`config.mk`:
```
export PLATFORM = sky130hd
export DESIGN_NAME = phy_mgmt_ctrl
export DESIGN_NICKNAME = d
export VERILOG_FILES = /design/src/rtl/phy_mgmt_pkg.sv /design/src/rtl/phy_strap_latch.sv /design/src/rtl/phy_addr_match.sv /design/src/rtl/phy_ctrl_reg.sv /design/src/rtl/phy_mgmt_ctrl.sv
export SDC_FILE = /design/constraint.sdc
export NUM_CORES = 1
export LEC_CHECK = 0
export ABC_AREA = 0
export BUFFER_PORTS_ARGS = -buffer_cell sky130_fd_sc_hd__buf_2
export CAP_MARGIN = 20
export CORE_MARGIN = 4
export CORE_UTILIZATION = 28
export DETAILED_ROUTE_END_ITERATION = 8
export PLACE_DENSITY_LB_ADDON = 0.2
export SLEW_MARGIN = 15
export SYNTH_ARGS = -nofsm -noshare
export SYNTH_HDL_FRONTEND = slang
export SYNTH_SLANG_ARGS = --single-unit
```
`constraint.sdc`:
```
create_clock -name clk -period 2.2 [get_ports clk]
set_input_delay 0.22 -clock clk [delete_from_list [all_inputs] [get_ports clk]]
set_output_delay 0.22 -clock clk [all_outputs]
set_load 0.05 [all_outputs]
```
`src/rtl/phy_mgmt_pkg.sv`:
```
package phy_mgmt_pkg;
  localparam int PHY_AW   = 5;
  localparam int REG_AW   = 5;
  localparam int DATA_W   = 16;
  localparam int CTRL_IDX = 0;
  localparam int STAT_IDX = 25;

  // control register bit positions
  localparam int B_RST  = 15;
  localparam int B_ANE  = 12;
  localparam int B_ISO  = 10;
  localparam int B_RSAN = 9;
  localparam int B_FDX  = 8;

  localparam logic ANE_DEFAULT = 1'b1;

  typedef struct packed {
    logic rst;
    logic ane;
    logic iso;
    logic rsan;
    logic fdx;
  } ctrl_bits_t;
endpackage

```
`src/rtl/phy_strap_latch.sv`:
```
module phy_strap_latch #(
  parameter int AW = phy_mgmt_pkg::PHY_AW
) (
  input  logic          clk,
  input  logic          rst_n,
  input  logic [AW-1:0] strap,
  output logic [AW-1:0] addr,
  output logic          addr_zero
);
  logic [AW-1:0] addr_q;

  always_ff @(posedge clk) begin
    if (!rst_n) addr_q <= strap;
  end

  assign addr      = addr_q;
  assign addr_zero = (addr_q == '0);

  AST_ADDR_HELD: assert property (@(posedge clk) disable iff (!rst_n)
    rst_n |=> $stable(addr_q));
endmodule

```
`src/rtl/phy_addr_match.sv`:
```
module phy_addr_match #(
  parameter int AW          = phy_mgmt_pkg::PHY_AW,
  parameter bit ANSWER_ZERO = 1'b1
) (
  input  logic [AW-1:0] own_addr,
  input  logic [AW-1:0] req_addr,
  output logic          hit
);
  logic own_hit;
  assign own_hit = (req_addr == own_addr);

  generate
    if (ANSWER_ZERO) begin : g_with_zero
      assign hit = own_hit || (req_addr == '0);
    end else begin : g_own_only
      assign hit = own_hit;
    end
  endgenerate
endmodule

```
`src/rtl/phy_ctrl_reg.sv`:
```
module phy_ctrl_reg
  import phy_mgmt_pkg::*;
#(
  parameter int DW = DATA_W
) (
  input  logic          clk,
  input  logic          rst_n,
  input  logic          wr_en,
  input  logic [DW-1:0] wdata,
  input  logic          force_iso,
  output logic [DW-1:0] rd_value,
  output logic          isolate
);
  ctrl_bits_t c_q;
  logic       iso_eff;

  always_ff @(posedge clk) begin
    if (!rst_n) begin
      c_q.rst  <= 1'b0;
      c_q.ane  <= ANE_DEFAULT;
      c_q.iso  <= 1'b0;
      c_q.rsan <= 1'b0;
      c_q.fdx  <= 1'b0;
    end else begin
      c_q.rst  <= 1'b0;
      c_q.rsan <= 1'b0;
      if (wr_en) begin
        if (wdata[B_RST]) begin
          c_q.rst <= 1'b1;
          c_q.ane <= ANE_DEFAULT;
          c_q.iso <= 1'b0;
          c_q.fdx <= 1'b0;
        end else begin
          c_q.ane  <= wdata[B_ANE];
          c_q.iso  <= wdata[B_ISO];
          c_q.fdx  <= wdata[B_FDX];
          c_q.rsan <= wdata[B_RSAN];
        end
      end
    end
  end

  assign iso_eff = c_q.iso | force_iso;

  always_comb begin
    rd_value         = '0;
    rd_value[B_RST]  = c_q.rst;
    rd_value[B_ANE]  = c_q.ane;
    rd_value[B_ISO]  = iso_eff;
    rd_value[B_RSAN] = c_q.rsan;
    rd_value[B_FDX]  = c_q.fdx;
  end

  assign isolate = iso_eff;

  logic unused_bits;
  assign unused_bits = &{1'b0, wdata};

  AST_SELF_CLEAR: assert property (@(posedge clk) disable iff (!rst_n)
    (c_q.rst || c_q.rsan) && !wr_en |=> !c_q.rst && !c_q.rsan);
  AST_HOLD_NO_WRITE: assert property (@(posedge clk) disable iff (!rst_n)
    !wr_en |=> $stable(c_q.ane) && $stable(c_q.iso) && $stable(c_q.fdx));
endmodule

```
`src/rtl/phy_mgmt_ctrl.sv`:
```
module phy_mgmt_ctrl
  import phy_mgmt_pkg::*;
#(
  parameter int AW       = PHY_AW,
  parameter int RW       = REG_AW,
  parameter int DW       = DATA_W,
  parameter int CTRL_REG = CTRL_IDX,
  parameter int STAT_REG = STAT_IDX
) (
  input  logic          clk,
  input  logic          rst_n,
  input  logic [AW-1:0] strap_addr,
  input  logic          conn_ok,
  input  logic          speed_10,
  input  logic          req_valid,
  output logic          req_ready,
  input  logic [AW-1:0] req_phy,
  input  logic [RW-1:0] req_reg,
  input  logic          req_write,
  input  logic [DW-1:0] req_wdata,
  output logic          rsp_valid,
  input  logic          rsp_ready,
  output logic          rsp_hit,
  output logic [DW-1:0] rsp_rdata,
  output logic          isolate
);
  localparam int PAD_W = DW - AW - 2;

  logic [AW-1:0] own_addr;
  logic          own_zero;
  logic          hit;
  logic          accept;
  logic          is_ctrl, is_stat;
  logic          ctrl_wr;
  logic [DW-1:0] ctrl_value;
  logic [DW-1:0] stat_value;
  logic [DW-1:0] rd_mux;

  logic          rsp_valid_q, rsp_hit_q, rsp_ctrl_q;
  logic [DW-1:0] rsp_data_q;

  phy_strap_latch #(.AW(AW)) u_strap (
    .clk       (clk),
    .rst_n     (rst_n),
    .strap     (strap_addr),
    .addr      (own_addr),
    .addr_zero (own_zero)
  );

  phy_addr_match #(.AW(AW), .ANSWER_ZERO(1'b1)) u_match (
    .own_addr (own_addr),
    .req_addr (req_phy),
    .hit      (hit)
  );

  assign req_ready = !rsp_valid_q || rsp_ready;
  assign accept    = req_valid && req_ready;
  assign is_ctrl   = (req_reg == RW'(CTRL_REG));
  assign is_stat   = (req_reg == RW'(STAT_REG));
  assign ctrl_wr   = accept && hit && req_write && is_ctrl;

  phy_ctrl_reg #(.DW(DW)) u_ctrl (
    .clk       (clk),
    .rst_n     (rst_n),
    .wr_en     (ctrl_wr),
    .wdata     (req_wdata),
    .force_iso (own_zero),
    .rd_value  (ctrl_value),
    .isolate   (isolate)
  );

  assign stat_value = {{PAD_W{1'b0}}, speed_10, conn_ok, own_addr};

  always_comb begin
    rd_mux = '0;
    if (hit && !req_write) begin
      if (is_ctrl)      rd_mux = ctrl_value;
      else if (is_stat) rd_mux = stat_value;
    end
  end

  always_ff @(posedge clk) begin
    if (!rst_n) begin
      rsp_valid_q <= 1'b0;
      rsp_hit_q   <= 1'b0;
      rsp_ctrl_q  <= 1'b0;
      rsp_data_q  <= '0;
    end else if (accept) begin
      rsp_valid_q <= 1'b1;
      rsp_hit_q   <= hit;
      rsp_ctrl_q  <= hit && !req_write && is_ctrl;
      rsp_data_q  <= rd_mux;
    end else if (rsp_ready) begin
      rsp_valid_q <= 1'b0;
    end
  end

  assign rsp_valid = rsp_valid_q;
  assign rsp_hit   = rsp_hit_q;
  assign rsp_rdata = rsp_data_q;

  AST_RSP_HOLD: assert property (@(posedge clk) disable iff (!rst_n)
    rsp_valid && !rsp_ready |=> rsp_valid && $stable(rsp_rdata) && $stable(rsp_hit));
  AST_MISS_ZERO: assert property (@(posedge clk) disable iff (!rst_n)
    rsp_valid && !rsp_hit |-> rsp_rdata == '0);
  AST_ZERO_ISO: assert property (@(posedge clk) disable iff (!rst_n)
    rsp_valid && rsp_ctrl_q && own_zero |-> rsp_rdata[B_ISO]);
endmodule

```
==> impl_metrics.tcl, run 1 <==
set metrics [dict create \
    antenna_cells 0 \
    worstHoldStart "strap_addr[4]" \
    yosysWarnings 0 \
    syn_avg_cell_area_um2 11.6 \
    cts_root_buf "clkbuf_4" \
    ir_drop_uv 256 \
    cts_tree "built" \
    end_kind "output pin" \
    worstMarginPinSlew_ps 840 \
    ios 58 \
    rrSetupSlack_ps 380 \
    cts_setup_buffers 0 \
    ff2ff_path_depth 5 \
    avgRoutedWirePerCell_um 12.6 \
    core-area_um2 3360 \
    hold_end "u_strap.addr[4]" \
    fin_crit_sh_pct 93.0 \
    max_stage_delay_ps 540 \
    cts_sinks 24 \
    finalHoldViolCount 0 \
    slew_headroom_pct 43.8 \
    antenna_left 0 \
    syn_area_um2 977 \
    syn_inst 84 \
    criticalPathCategory "register to output pin" \
    overflow 0 \
    hold_depth 1 \
    async_reset_ff_share_pct 0 \
    cp-start-kind "register" \
    clockBufferDepth 2 \
    status "finished clean" \
    clk_pin_slew_worst_paths_ps 120 \
    p_leak_nw 0.567 \
    synthToLayoutAreaGrowth_pct 28.8 \
    grt_max_degree 14 \
    startpoint "u_strap.addr[0]" \
    grt.total_usage_pct 10.1 \
    antenna_found_initial 0 \
    die_width_um 67.1 \
    n_fill_cell 366 \
    cp_max_fo 3 \
    dieHeight_um 67.1 \
    cp_slowest_cell "or4_1" \
    worstSkewPairLatency_ps 310 \
    slew_viol_final 0 \
    dp_hpwl_mm 1.77 \
    cts_resized 0 \
    synth_cell_types 30 \
    grt_pass1_wl_mm 3.36 \
    avgViaCountPerCell 4.50 \
    grt_pass1_vias 758 \
    layout_commonest_cell "buf_2" \
    htreeDepth 1 \
    drv_cap 0 \
    fin_setup_tns_ps 0 \
    final_cell_mix "42 x buf_2, 19 x dfxtp_1, 12 x a22o_1" \
    synth_edf_count 5 \
    power_density_nw_per_um2 633 \
    design_area_um2 1260 \
    wirelength_mm 2.19 \
    r2r-start "u_strap.addr[0]" \
    rows 21 \
    drcViolationCount 0 \
    placed_cell_area_um2 1220 \
    crit_chain "or4_1 -> o21bai_1 -> buf_2" \
    finClkSkew_ps 1.91 \
    ys_seq_area_share_pct 54.3 \
    setup_slack_ps 155 \
    arrival_ps 1830 \
    initial_core_util_pct 29.1 \
    die_area_um2 4500 \
    hold_path_class "primary input to register" \
    worst-path-buf-inv 1 \
    first_pass_iters 3 \
    place_ws_ps 273 \
    critPathTopFamily "simple AND/OR/NAND/NOR gates" \
    ys.flop_type "dfxtp_1" \
    rsz0062_at_grt "no" \
    cp.required_ps 1980 \
    r2r-end "rsp_rdata[1]" \
    first_iter_violations 11 \
    portBuffers 42 \
    ys_seq_elements 24 \
    cts_buffers 3 \
    setup_violations 0 \
    max_freq_ghz 0.489 \
    place.gp.congestion 0.783 \
    num_vias 783 \
    cts_hold_buf 0 \
    nets 167 \
    min_period_ps 2050 \
    drive_above_1_share_pct 39.8 \
]
## power breakdown
group | switching [W] | leakage, nW | total (W) | internal [W]
logic | 0.0000670 | 0.344 | 0.000102 | 0.0000355
registers | 0.00000828 | 0.202 | 0.000468 | 0.000460
clock network | 0.000124 | 0.0210 | 0.000225 | 0.000101
## Yosys cell counts, types with 2 or more instances
master / count / share of area (%)
nor4_4: 2 / 4.4
buf_4: 4 / 3.1
edfxtp_1: 5 / 15
dfxtp_1: 19 / 39
a21oi_1: 5 / 2.6
inv_1: 3 / 1.2
nand4b_1: 2 / 1.8
and3_1: 3 / 1.9
nor2_1: 3 / 1.2
nand3_1: 2 / 1.0
a22o_1: 12 / 11
xnor2_1: 4 / 3.6
o21ai_0: 3 / 1.5
## registers in the layout, indices dropped and copies added, names as in the netlist
register	cells
rsp_hit	1
rsp_rdata	12
rsp_valid	1
u_ctrl.c_q	1
u_ctrl.rd_value	4
u_strap.addr	5
## logic make-up after synthesis
| logic type | count (synthesis) | share of synthesized area [%] |
|---|---|---|
| compound gates | 24 | 18.6 |
| flops | 24 | 54.3 |
| other cells | 1 | 0.384 |
| simple gates | 22 | 17.7 |
| buf+inv | 8 | 4.61 |
| xor+xnor | 5 | 4.48 |
## area by class of cell
class	instances	area, um^2	area share, %
timing repair buffer	42	210	16.7
inverter	3	11.3	0.895
multi-input combinational	55	413	32.8
sequential	24	531	42.1
clock buffer	4	36.3	2.88
tap	46	57.6	4.57
## layer usage
layer	share of wire, %	vias to the layer above	GRT usage, %
met5	0	-	0
met4	2.1	0	5.32
met3	7.6	5	2.87
met2	47	29	17.3
met1	43	352	11.1
li1	-	397	-
## worst register-to-register path, cell delays in order, from the launching register on
cell and delay, ps:
edfxtp_1 450, xnor2_1 180, nand4_1 150, o22a_4 300, nor4_4 500, a22o_1 200
## through the flow
step | util (%) | std cells | hold slack (ps) | total power, W
3_5_place_dp | 36.3 | 170 | 398 | 0.000581
6_report | 37.4 | 174 | 76.0 | 0.000796
2_1_floorplan | - | 87 | 300 | 0.000547
3_3_place_gp | 36.3 | 170 | 399 | 0.000579
4_1_cts | 37.4 | 174 | 66.0 | 0.000806
5_1_grt | 37.4 | 174 | 59.0 | 0.000835
## how the worst max path moves through the flow
stage / to / cells past startpoint / slack, ps
floorplan: rsp_rdata[0] / 5 / 120
global placement: rsp_rdata[5] / 5 / 310
detailed placement: rsp_rdata[1] / 5 / 270
CTS: isolate / 3 / 120
global route: isolate / 3 / 60
finish: isolate / 3 / 150
Power figures use the tool's default switching activity.
==> run 2: changes to the inputs <==
--- a/config.mk
+++ b/config.mk
@@ -8,3 +8,3 @@
 export ABC_AREA = 0
-export BUFFER_PORTS_ARGS = -buffer_cell sky130_fd_sc_hd__buf_2
+export BUFFER_PORTS_ARGS = -buffer_cell sky130_fd_sc_hd__clkbuf_2
 export CAP_MARGIN = 20
@@ -13,2 +13,3 @@
 export DETAILED_ROUTE_END_ITERATION = 8
+export GPL_ROUTABILITY_DRIVEN = 1
 export PLACE_DENSITY_LB_ADDON = 0.2
==> constraint.sdc (replaced) <==
create_clock -name clk -period 2.2 [get_ports clk]
set_input_delay 0.11 -clock clk [delete_from_list [all_inputs] [get_ports clk]]
set_output_delay 0.11 -clock clk [all_outputs]
set_load 0.05 [all_outputs]
==> run 2 against run 1 <==
Effect of this change:
- sequential power barely moved
- via count up 2.0%
- combinational power up 9%
- hold slack got worse by 56 ps
- clock-buffer cell count unchanged
- critical endpoint unchanged
- first-iteration DRC count is 9.1% higher
- register-to-register slack better by 20 ps
- die area did not move
==> impl_metrics.tcl, run 2 (synthesized netlist as in run 1, its figures left out) <==
set metrics [dict create \
    status "finished clean" \
    ir_drop_uv 281 \
    finClkSkew_ps 5.05 \
    synthToLayoutAreaGrowth_pct 35.0 \
    criticalPathCategory "register to output pin" \
    place.gp.congestion 0.783 \
    cts_tree "built" \
    antenna_left 0 \
    wirelength_mm 2.20 \
    place_ws_ps 400 \
    rows 21 \
    cts_setup_buffers 0 \
    finalHoldViolCount 0 \
    num_vias 799 \
    portBuffers 42 \
    largest_register_ff_count 12 \
    avgViaCountPerCell 4.44 \
    worstSkewPairLatency_ps 300 \
    power_density_nw_per_um2 608 \
    dieHeight_um 67.1 \
    grt_pass1_wl_mm 3.53 \
    dp.cells 170 \
    clk_pin_slew_worst_paths_ps 120 \
    overflow 0 \
    cp.required_ps 2090 \
    cts_root_buf "clkbuf_4" \
    setup_violations 0 \
    grt_max_degree 14 \
    worstMarginPinSlew_ps 824 \
    min_period_ps 1950 \
    fin_setup_tns_ps 0 \
    fin_crit_sh_pct 88.5 \
    rsz0062_at_grt "no" \
    grt.total_usage_pct 10.5 \
    cts_sinks 24 \
    first_pass_iters 4 \
    p_leak_nw 0.586 \
    slew_viol_final 0 \
    design_area_um2 1320 \
    final_cell_mix "42 x clkbuf_2, 19 x dfxtp_1, 12 x a22o_1" \
    holdWs_ps 19.6 \
    grt_pass1_vias 778 \
    antenna_found_initial 0 \
    drive_above_1_share_pct 38.1 \
    end_kind "output pin" \
    core-area_um2 3360 \
    cts_resized 0 \
    htreeDepth 1 \
    cts_hold_buf 5 \
    cp_max_fo 3 \
    arrival_ps 1840 \
    cts_buffers 3 \
    max_freq_ghz 0.513 \
    clockBufferDepth 2 \
    nets 173 \
    hold_path_class "primary input to register" \
    layout_commonest_cell "clkbuf_2" \
    drcViolationCount 0 \
    n_fill_cell 363 \
    ios 58 \
    die_area_um2 4500 \
    final_cells 180 \
    antenna_cells 0 \
    initial_core_util_pct 29.1 \
    slew_headroom_pct 44.8 \
    cp-start-kind "register" \
    setup_slack_ps 252 \
    placed_cell_area_um2 1220 \
    dp_hpwl_mm 1.79 \
    first_iter_violations 12 \
    drv_cap 0 \
    avgRoutedWirePerCell_um 12.2 \
    die_width_um 67.1 \
]
run 2: cell types whose count changed in the layout (fill, tap and decap cells not counted), sizes merged:
cell         before  now
dlygate4sd3       0    6
buf              42    0
clkbuf            4   46
run 2: worst max-delay path: stages, from the launching register on:
cell      delay, ps
edfxtp_1        450
or4_1           540
o21bai_1        230
clkbuf_2        320
run 2: final cells by class:
class	count	area, um^2	area share (%)
inverters	3	11.3	0.854
flip-flops and latches	24	531	40.2
multi-input cells	55	413	31.3
repair buffers	48	270	20.5
well taps	46	57.6	4.36
clock buffers	4	36.3	2.75
run 2: per-stage QoR:
step	utilization, %	total power, W
2_1_floorplan	-	0.000547
3_3_place_gp	36.3	0.000579
3_5_place_dp	36.3	0.000581
4_1_cts	38.9	0.000812
5_1_grt	39.2	0.000851
6_report	39.2	0.000802
run 2: worst paths after layout:
path / start / to / slack, ps / depth (start not counted)
max: u_strap.addr[0] / isolate / 250 / 3
min: speed_10 / rsp_rdata[6] / 20 / 2
max reg2reg: u_strap.addr[0] / rsp_rdata[2] / 400 / 5
min reg2reg: u_ctrl.rd_value[9] / rsp_rdata[9] / 460 / 1
run 2: metal layers:
metal  up-vias  track usage [%]  share of wire [%]
li1        409                -                  -
met1       355             12.5                 42
met2        33             17.9                 50
met3         2             2.36                7.7
met4         0             4.56               0.86
met5         -                0                  0
run 2: report_power, final:
group	total, W	internal, W	switching [W]	leakage [nW]
clock network	0.000223	0.000101	0.000123	0.0210
registers	0.000468	0.000460	0.00000783	0.202
logic	0.000111	0.0000423	0.0000683	0.363
total	0.000802	0.000603	0.000199	0.586
==> run 3: changes to the inputs <==
--- a/config.mk
+++ b/config.mk
@@ -10,4 +10,3 @@
 export CAP_MARGIN = 20
-export CORE_MARGIN = 4
-export CORE_UTILIZATION = 28
+export CORE_UTILIZATION = 35
 export DETAILED_ROUTE_END_ITERATION = 8
--- a/constraint.sdc
+++ b/constraint.sdc
@@ -3,2 +3,2 @@
 set_output_delay 0.11 -clock clk [all_outputs]
-set_load 0.05 [all_outputs]
+set_load 0.01 [all_outputs]
==> run 3 against run 2 <==
Effect of this change:
- clock-buffer cell count did not move
- cell count fell by 9.4%
- routed wire length fell by 11%
- register-to-register slack improved by 20 ps
- first-iteration DRC count fell by 58%
- critical path type unchanged
- largest cell class unchanged
==> impl_metrics.tcl, run 3 (synthesized netlist as in run 1, its figures left out) <==
set metrics [dict create \
    dp_hpwl_mm 1.55 \
    arrival_ps 1720 \
    intPower_w 0.000572 \
    crit_chain "or4_1 -> o21bai_1 -> clkbuf_2" \
    max_stage_delay_ps 540 \
    clockBufferDepth 2 \
    dieHeight_um 54.8 \
    rows 18 \
    p_clk_share_pct 25.8 \
    cts_buffers 3 \
    rsz0062_at_grt "no" \
    final_cells 163 \
    p_leak_nw 0.576 \
    status "finished clean" \
    cts_tree "built" \
    min_period_ps 1830 \
    r2r-start "u_strap.addr[0]" \
    drive_above_1_share_pct 37.6 \
    cts_sinks 24 \
    largest_register_ff_count 12 \
    avgViaCountPerCell 4.90 \
    antenna_left 0 \
    hold_path_class "primary input to register" \
    dp.cells 154 \
    drcViolationCount 0 \
    cp-start-kind "register" \
    initial_core_util_pct 38.1 \
    power_frac_comb_pct 11.5 \
    finClkSkew_ps 6.43 \
    grt_pass1_vias 690 \
    ios 58 \
    avgRoutedWirePerCell_um 12.1 \
    grt.total_usage_pct 14.0 \
    cp_slowest_cell "or4_1" \
    seqPwrFrac_pct 62.7 \
    cts_root_buf "clkbuf_4" \
    switching_share_pct 23.4 \
    wirelength_mm 1.97 \
    final_cell_mix "42 x clkbuf_2, 19 x dfxtp_1, 12 x a22o_1" \
    slew_headroom_pct 46.9 \
    core-area_um2 2570 \
    synthToLayoutAreaGrowth_pct 30.9 \
    nets 172 \
    startpoint "u_strap.addr[0]" \
    worst-path-buf-inv 1 \
    max_freq_ghz 0.547 \
    criticalPathCategory "register to output pin" \
    first_iter_violations 5 \
    antenna_found_initial 0 \
    cts_resized 0 \
    finalHoldViolCount 0 \
    ir_drop_uv 385 \
    first_pass_iters 4 \
    cts_setup_buffers 0 \
    fin_crit_sh_pct 83.0 \
    grt_pass1_wl_mm 2.86 \
    place.gp.congestion 0.763 \
    antenna_cells 0 \
    p_switching_w 0.000174 \
    grt_max_degree 14 \
    htreeDepth 1 \
    overflow 0 \
    cp.required_ps 2090 \
    end_kind "output pin" \
    num_vias 799 \
    die_area_um2 3010 \
    slew_viol_final 0 \
    clk_pin_slew_worst_paths_ps 120 \
    fin_setup_tns_ps 0 \
    drv_cap 0 \
    design_area_um2 1280 \
    power_density_nw_per_um2 584 \
    setup_violations 0 \
    layout_commonest_cell "clkbuf_2" \
    placed_cell_area_um2 1200 \
    finalPower_w 0.000746 \
    die_width_um 54.8 \
    worstHoldStart "speed_10" \
    portBuffers 42 \
    critPathTopFamily "simple AND/OR/NAND/NOR gates" \
    cp_max_fo 3 \
    worstSkewPairLatency_ps 310 \
    worstMarginPinSlew_ps 793 \
]
[run 3: cell count changes in the layout (fill, tap and decap cells not counted), sizes merged]
cell	change
dlygate4sd3	-1
[run 3: metrics by stage]
step                      util [%]  worst slack, ps  hold slack, ps
after floorplan                  -              623             190
after global placement        46.8              475             288
after detailed placement      46.8              433             289
after CTS                     49.8              353            3.84
after global routing          49.8              287           0.492
final                         49.8              373            19.1
[run 3: repair_timing]
action | 4_1_cts | 5_1_grt
hold endpoints to repair | 5 | 0
hold buffers | 5 | 0
endpoints found under the setup margin | 0 | 0
[run 3: layout make-up]
class / instances / area (um^2)
clock buffer: 4 / 26.3
tap: 30 / 37.5
timing repair buffer: 47 / 260
inverter: 3 / 11.3
multi-input combinational: 55 / 413
fill: 257 / 1290
sequential: 24 / 531
[run 3: path summary, 6_finish.rpt]
check	end	slack [ps]	cells after the start
worst max-delay path	isolate	370	3
worst min-delay path	rsp_rdata[6]	20	2
worst max register to register	rsp_rdata[6]	420	5
worst min register to register	rsp_rdata[9]	450	1
[run 3: layer usage]
metal | vias up | wire length [um] | GRT usage, %
met4 | 0 | 30 | 7.69
met3 | 4 | 83 | 2.50
li1 | 407 | - | -
met2 | 28 | 957 | 23.9
met5 | - | 0 | 0
met1 | 360 | 895 | 16.2
[run 3: worst reg2reg max path: cells and delay by family, from the launching register on]
family                    cells  cell delay (ps)
AOI/OAI and AO/OA             2              490
xor gates and xnor gates      1              180
DFF                           1              460
and+or+nand+nor               2              610
[run 3: power by group through the flow]
stage	logic (W)	clock network, W	registers (W)
detailed placement	0.0000790	0	0.000478
finish	0.0000856	0.000193	0.000468
CTS	0.0000867	0.000200	0.000468
global route	0.0000937	0.000213	0.000470
global placement	0.0000769	0	0.000478
floorplan	0.0000458	0	0.000477
